==> src/rtl/xirq_pkg.sv <==
// Package: shared constants and types for the external interrupt conditioner.
// Assumes an 8-bit register port; bit positions are decoded by software.
package xirq_pkg;
    localparam int unsigned DATA_W     = 8;
    localparam int unsigned EDGE_BIT   = 7;
    localparam int unsigned EN_BIT     = 6;
    localparam logic [DATA_W-1:0] CTRL_RESET = 8'h40;

    // Live control state held by the register.
    typedef struct packed {
        logic edge_sel;
        logic pin_en;
    } xirq_ctrl_t;

    // Pack control state into a register image; reserved bits read 0.
    function automatic logic [DATA_W-1:0] pack_ctrl(input xirq_ctrl_t c);
        logic [DATA_W-1:0] v;
        v           = '0;
        v[EDGE_BIT] = c.edge_sel;
        v[EN_BIT]   = c.pin_en;
        return v;
    endfunction
endpackage

==> src/rtl/xirq_sync.sv <==
// Module: xirq_sync
// Brings the asynchronous pin into the clock domain through STAGES flops and
// reports the synchronized level plus a falling-edge strobe (prev 1, now 0).
// Assumes the pin idles high; reset loads all stages with 1.
module xirq_sync #(
    parameter int unsigned STAGES = 2
) (
    input  logic clk,
    input  logic rst_n,
    input  logic pin_n,
    output logic level_n,
    output logic fall
);
    localparam int unsigned CHAIN = STAGES + 1;

    logic [CHAIN-1:0] chain_q;

    // Shift the pin along the chain; one extra flop keeps the previous sample.
    generate
        for (genvar i = 0; i < CHAIN; i++) begin : g_stage
            if (i == 0) begin : g_first
                always_ff @(posedge clk) begin
                    if (!rst_n) chain_q[i] <= 1'b1;
                    else        chain_q[i] <= pin_n;
                end
            end else begin : g_next
                always_ff @(posedge clk) begin
                    if (!rst_n) chain_q[i] <= 1'b1;
                    else        chain_q[i] <= chain_q[i-1];
                end
            end
        end
    endgenerate

    // Synchronized level and falling-edge detect.
    always_comb begin
        level_n = chain_q[STAGES-1];
        fall    = chain_q[STAGES] & ~chain_q[STAGES-1];
    end
endmodule

==> src/rtl/xirq_ctlreg.sv <==
// Module: xirq_ctlreg
// Holds the edge-select and pin-connect bits. Edge select is write-once after
// reset outside special mode (hidden lock flag); pin connect always writable.
// Assumes wr_hit is already decoded for the control offset.
module xirq_ctlreg
    import xirq_pkg::*;
(
    input  logic              clk,
    input  logic              rst_n,
    input  logic              mode_special,
    input  logic              wr_hit,
    input  logic [DATA_W-1:0] wdata,
    output xirq_ctrl_t        ctrl
);
    logic locked_q;

    // Update control bits and the write-once flag on a qualifying write.
    always_ff @(posedge clk) begin
        if (!rst_n) begin
            ctrl.edge_sel <= CTRL_RESET[EDGE_BIT];
            ctrl.pin_en   <= CTRL_RESET[EN_BIT];
            locked_q      <= 1'b0;
        end else if (wr_hit) begin
            ctrl.pin_en <= wdata[EN_BIT];
            if (mode_special || !locked_q)
                ctrl.edge_sel <= wdata[EDGE_BIT];
            if (!mode_special)
                locked_q <= 1'b1;
        end
    end

    // once locked, a normal-mode write leaves edge select unchanged.
    p_once_locks_r8: assert property (@(posedge clk) disable iff (!rst_n)
        (locked_q && wr_hit && !mode_special) |=> $stable(ctrl.edge_sel));

    // pin connect takes the written value from the write edge on.
    p_enable_write_r11: assert property (@(posedge clk) disable iff (!rst_n)
        wr_hit |=> (ctrl.pin_en == $past(wdata[EN_BIT])));
endmodule

==> src/rtl/xirq_edge.sv <==
// Module: xirq_edge
// Keeps the falling-edge latch and forms the request. The latch is set by an
// edge in edge mode, cleared by service (a new edge wins), and held clear
// while the pin is disconnected. Assumes fall is a single-cycle strobe.
module xirq_edge
    import xirq_pkg::*;
(
    input  logic       clk,
    input  logic       rst_n,
    input  xirq_ctrl_t ctrl,
    input  logic       level_n,
    input  logic       fall,
    input  logic       svc_ack,
    output logic       req
);
    logic latch_q;

    // Edge latch: disconnect forces clear, edge beats service.
    always_ff @(posedge clk) begin
        if (!rst_n)                         latch_q <= 1'b0;
        else if (!ctrl.pin_en)              latch_q <= 1'b0;
        else if (ctrl.edge_sel && fall)     latch_q <= 1'b1;
        else if (svc_ack)                   latch_q <= 1'b0;
    end

    // Request: gated by connect, chooses latch or live level.
    always_comb begin
        req = ctrl.pin_en & (ctrl.edge_sel ? latch_q : ~level_n);
    end

    // a detected edge in edge mode sets the latch.
    p_edge_sets_r5: assert property (@(posedge clk) disable iff (!rst_n)
        (ctrl.pin_en && ctrl.edge_sel && fall) |=> latch_q);

    // without service the latch holds while connected.
    p_latch_holds_r5: assert property (@(posedge clk) disable iff (!rst_n)
        (latch_q && !svc_ack && ctrl.pin_en) |=> latch_q);

    // service with no concurrent edge clears the latch.
    p_ack_clears_r6: assert property (@(posedge clk) disable iff (!rst_n)
        (svc_ack && !(ctrl.edge_sel && fall)) |=> !latch_q);

    // a disconnected pin leaves the latch clear on the next cycle.
    p_off_clears_r7: assert property (@(posedge clk) disable iff (!rst_n)
        $past(!ctrl.pin_en) |-> !latch_q);
endmodule

==> src/rtl/xirq_ctrl.sv <==
// Module: xirq_ctrl (top)
// External interrupt conditioner: register decode, synchronizer, control
// register and edge latch. Reads are combinational; writes land on the edge
// where the strobe is sampled. Assumes a single byte-wide register port.
module xirq_ctrl
    import xirq_pkg::*;
#(
    parameter int unsigned ADDR_W      = 5,
    parameter logic [ADDR_W-1:0] CTRL_OFS = 5'h1E,
    parameter logic [ADDR_W-1:0] RSVD_OFS = 5'h0F,
    parameter int unsigned SYNC_STAGES = 2
) (
    input  logic              clk,
    input  logic              rst_n,
    input  logic              mode_special,
    input  logic              bus_sel,
    input  logic              bus_wr,
    input  logic [ADDR_W-1:0] bus_addr,
    input  logic [DATA_W-1:0] bus_wdata,
    output logic [DATA_W-1:0] bus_rdata,
    input  logic              irq_pin_n,
    input  logic              svc_ack,
    output logic              irq_req
);
    xirq_ctrl_t ctrl;
    logic       wr_hit;
    logic       rd_hit;
    logic       level_n;
    logic       fall;

    // Address decode; the reserved offset decodes to nothing on purpose.
    always_comb begin
        wr_hit = bus_sel &  bus_wr & (bus_addr == CTRL_OFS);
        rd_hit = bus_sel & ~bus_wr & (bus_addr == CTRL_OFS) & (bus_addr != RSVD_OFS);
    end

    // Read mux: control image or zero.
    always_comb begin
        bus_rdata = rd_hit ? pack_ctrl(ctrl) : '0;
    end

    xirq_sync #(.STAGES(SYNC_STAGES)) u_sync (
        .clk     (clk),
        .rst_n   (rst_n),
        .pin_n   (irq_pin_n),
        .level_n (level_n),
        .fall    (fall)
    );

    xirq_ctlreg u_reg (
        .clk          (clk),
        .rst_n        (rst_n),
        .mode_special (mode_special),
        .wr_hit       (wr_hit),
        .wdata        (bus_wdata),
        .ctrl         (ctrl)
    );

    xirq_edge u_edge (
        .clk     (clk),
        .rst_n   (rst_n),
        .ctrl    (ctrl),
        .level_n (level_n),
        .fall    (fall),
        .svc_ack (svc_ack),
        .req     (irq_req)
    );

    // accesses outside the control offset leave the control bits alone.
    p_rsvd_nowrite_r3: assert property (@(posedge clk) disable iff (!rst_n)
        (bus_sel && bus_wr && bus_addr != CTRL_OFS) |=> $stable(ctrl));
endmodule

==> config.mk <==
export PLATFORM = sky130hd
export DESIGN_NAME = xirq_ctrl
export DESIGN_NICKNAME = d
export VERILOG_FILES = /design/src/rtl/xirq_pkg.sv /design/src/rtl/xirq_sync.sv /design/src/rtl/xirq_ctlreg.sv /design/src/rtl/xirq_edge.sv /design/src/rtl/xirq_ctrl.sv
export SDC_FILE = /design/constraint.sdc
export NUM_CORES = 1
export LEC_CHECK = 0
export BUFFER_PORTS_ARGS = -buffer_cell sky130_fd_sc_hd__clkbuf_2
export CAP_MARGIN = 25
export CORE_AREA = 2 2 39 41
export CTS_CLUSTER_SIZE = 8
export DETAILED_ROUTE_END_ITERATION = 12
export DIE_AREA = 0 0 41 43
export PLACE_DENSITY = 0.62
export REMOVE_ABC_BUFFERS = 1
export SLEW_MARGIN = 20
export SYNTH_ARGS = -nofsm -noshare
export SYNTH_HDL_FRONTEND = slang
export SYNTH_SLANG_ARGS = --single-unit
==> constraint.sdc <==
create_clock -name clk -period 1.1 [get_ports clk]
set_clock_uncertainty 0.2 [all_clocks]
set_input_delay 0.22 -clock clk [delete_from_list [all_inputs] [get_ports clk]]
set_output_delay 0.22 -clock clk [all_outputs]
set_load 0.05 [all_outputs]
* Word level (Yosys, flattened, before mapping)
Index checks and enable logic that the tools add are counted.
Word-level totals: input bits 20, bits in latches 0, flip-flop bits (word level) 7, memories kept 0, ROM bits 0, word-level logic and storage cells 30, RAM bits 0, output and inout port bits 9
Operators by class: add/sub/neg operators 0, reductions and logical operators 7, equal/unequal tests 2, magnitude comparators 0, shift operators 0, multipliers 0, bitwise gates (word level) 10, divide/modulo/power cells 0, muxes and demuxes 4
Operators with widths (number):
- 8-bit 2-to-1 mux | 1
- 1-bit bitwise AND | 7
- 2-bit AND reduction | 3
- 5-bit equality test (second input constant) | 1
- 5-bit by 4-bit inequality test with 1-bit output (second input constant) | 1
- 1-bit 2-to-1 mux | 3
- 1-bit inverter | 3
- 2-bit nonzero test | 1
- 1-bit logical AND | 1
- 1-bit zero test | 1
- 1-bit logical OR | 1

* Depth between registers and ports, before layout
depth after elaboration 5, mapped depth 3, gate-level depth less buffers 3

* By module
From an unflattened synthesis, not the netlist that was laid out.
Unflattened totals: cells, all modules 41, area, all modules 349.1 um^2
Modules (own cells, without submodules):
- xirq_ctlreg | cells each 12, times used 1, area an instance 117.6 um^2, seq. area each 60.1 um^2
- xirq_ctrl | cells each 14, times used 1, area an instance 86.3 um^2, seq. area each 0.0 um^2
- xirq_sync | cells each 7, times used 1, area an instance 85.1 um^2, seq. area each 60.1 um^2
- xirq_edge | cells each 8, times used 1, area an instance 60.1 um^2, seq. area each 20.0 um^2

* Worst setup path before layout
No wires, ideal clock.
kind input to output, from input bus_addr[0], to output bus_rdata[6], stages 3, path slack -1.118 ns, data arrival time 1.798 ns, required time 0.680 ns, buffers on the path 0, cells stage by stage nand4b_4 or2_1 nor3b_1
Between the ends: word-level cells in the longest chain between the ends 4, elaborated cells between the ends (all ways) 5, those cells by class eq/ne: 2; mux: 1; bitwise: 2
RTL lines:
- start: declaration | RTL line xirq_ctrl.sv:18 | input logic [ADDR_W-1:0] bus_addr,
- 5-bit equality test | RTL line xirq_ctrl.sv:34 | rd_hit = bus_sel & ~bus_wr & (bus_addr == CTRL_OFS) & (bus_addr != RSVD_OFS);
- 1-bit bitwise AND | RTL line xirq_ctrl.sv:34
- 1-bit bitwise AND * | RTL line xirq_ctrl.sv:34
- 8-bit 2-to-1 mux * | RTL line xirq_ctrl.sv:39 | bus_rdata = rd_hit ? pack_ctrl(ctrl) : '0;
- end: declaration | RTL line xirq_ctrl.sv:20 | output logic [DATA_W-1:0] bus_rdata,
Every way passes the cells marked *; elsewhere a longest branch is shown, timed or not.

* Final worst setup path
from input bus_addr[0], to output bus_rdata[7]
Same word-level chain as after synthesis.

==> flow_summary.json <==
{
  "wl_per_cell_microns": 9.78,
  "antenna_found_initial": 0,
  "dr.pass1.iters": 4,
  "dieArea_sq_um": 1760,
  "ctsHoldBuffers": 2,
  "place.gp.congestion": 0.686,
  "arrival_ns": 1.10,
  "p_total_uw": 617,
  "hold_path.class": "in -> reg",
  "io_buffers": 16,
  "cts.clk_slew.worst_paths_ns": 0.05,
  "drv_cap": 0,
  "grt_pass1_wl_mm": 1.15,
  "violations": "setup timing",
  "cts_setup_buffers": 0,
  "dpl_cell_area_sq_um": 483,
  "drive_gt1_share_pct": 49.2,
  "setup.worst_path.end_class": "output port",
  "drv_slew": 0,
  "post-route-util_pct": 42.0,
  "powerDensity_nw_per_um2": 1060,
  "cts-root-buf": "clkbuf_4",
  "via_per_inst": 4.11,
  "grt_busiest_layer": "met2",
  "die_w_microns": 41,
  "die_h_microns": 43,
  "rows": 14,
  "fin_cells": 81,
  "num_vias": 333,
  "cp_max_fo": 2,
  "cts_buffer_depth": 2,
  "startpoint_type": "input pin",
  "io_pins": 29,
  "yosysWarnings": 0,
  "grt_pass1_vias": 298,
  "fmax_mhz": 658,
  "drc": 0,
  "ir_worst_vdd_uv": 909,
  "final_area_sq_um": 582,
  "cp.required_ns": 0.68,
  "cts_buffers": 3,
  "fin_crit_ns": 1.52,
  "diodes": 0,
  "grt_max_degree": 6,
  "drt_iter0_markers": 2,
  "ys_types": 19,
  "tritoncts": "built",
  "fin_hold_ws_ns": 0.00320,
  "grt_util_met3_pct": 7.85,
  "h-tree-depth": 1,
  "rsz0062_at_grt": "true",
  "layout_setup_ws_ns": -0.421,
  "grt_util_all_layers_pct": 10.5,
  "drtAntennaViolNets": 0,
  "drt-total-wl_microns": 792,
  "cts_sinks": 7,
  "core_area_sq_um": 1380,
  "layout_commonest_cell": "clkbuf_2",
  "seq_area_frac_synth_pct": 39.3,
  "ys_ff_latch": 7,
  "syn_inst": 39,
  "met2_usage_pct": 15.9,
  "power_leakage_nw": 0.283,
  "insertion_delay_ns": 0.25,
  "num-nets-final": 86,
  "dp.cells": 75,
  "outcome": "complete, but fails checks",
  "fin_crit_sh_pct": 138,
  "netlist_area_sq_um": 357,
  "worst-setup-path-type": "in -> out",
  "grt_overflow": 0,
  "grt.met1_usage_pct": 10.4,
  "final-setup-viol-count": 4,
  "hold_viol": 0,
  "start_util_pct": 25.8,
  "mostFrequentLayoutCells": "13 x clkbuf_2, 6 x conb_1, 6 x dfxtp_1, 5 x buf_4, 4 x nand2b_1",
  "dp_hpwl_microns": 548,
  "avgSynthCellArea_sq_um": 9.14,
  "area_growth_pct": 63.2
}
synthesized netlist by cell type, drive strengths merged:
cell	n	area, sq um
nand3b	1	7.51
nand2	4	15.0
nand4b	1	23.8
o21ai	2	10.0
nor3	1	5.00
buf	6	45.0
o21a	1	7.51
a21oi	1	5.00
nor3b	2	15.0
o41ai	1	8.76
nor2b	1	6.26
inv	1	3.75
or2	1	6.26
nand2b	4	25.0
and2	1	6.26
conb	1	3.75
dfxtp	7	140
nand3	1	5.00
o311ai	2	17.5
flip-flops by register name (all words and copies together), names as in the netlist:
| signal | cells |
|---|---|
| u_sync.level_n | 1 |
| u_reg.locked_q | 1 |
| u_edge.latch_q | 1 |
| u_sync.chain_q | 2 |
| u_reg.ctrl | 2 |
power breakdown:
part	switching (mW)	internal, mW
clock network	0.0946	0.138
registers	0.00206	0.256
logic	0.0784	0.0475
total	0.175	0.442
area by class of cell:
cell class | instances | area [sq um]
Fill cell | 139 | 802
Multi-Input combinational cell | 30 | 214
Timing Repair Buffer | 23 | 174
Sequential cell | 7 | 144
Clock buffer | 4 | 26.3
Tap cell | 16 | 20.0
Inverter | 1 | 3.75
timing repair:
item,CTS,global route
endpoints found under the hold margin,3,1
setup endpoints to repair,4,5
gates resized for setup,11,6
pin swaps,2,2
worst max-delay path, cell delays in order:
cell	delay, ns
clkbuf_2	0.08
nand4b_4	0.15
or2_4	0.26
nor3b_4	0.21
buf_8	0.18
layer usage:
metal	share of wire (%)	vias to the layer above
li1	-	175
met1	40	150
met2	56	8
met3	4.0	0
met4	0	0
met5	0	-
logic make-up (layout without fill, tap and decap cells):
family / Yosys count / in the layout / synth area share [%]
compound gates: 7 / 7 / 13.7
buf+inv: 7 / 28 / 13.7
flops: 7 / 7 / 39.3
other cells: 1 / 6 / 1.05
simple gates: 17 / 17 / 32.3
per-stage QoR:
step           setup TNS (ns)  worst slack, ns
2_1_floorplan           -2.48            -1.12
6_report                -1.18           -0.421
4_1_cts                 -1.16           -0.396
3_5_place_dp            -1.66           -0.506
5_1_grt                 -1.40           -0.468
3_3_place_gp            -1.58           -0.494
path summary, 6_finish.rpt:
path	from	endpoint	slack (ns)	cells past startpoint
worst min register to register	u_sync.chain_q[0]	u_sync.level_n	0.20	1
worst max-delay path	bus_addr[0]	bus_rdata[7]	-0.42	5
worst min-delay path	bus_wdata[7]	u_reg.ctrl[1]	0.003	3
worst max register to register	u_reg.locked_q	u_reg.ctrl[1]	-0.02	3
No activity file was read; power rests on OpenSTA's default activity.
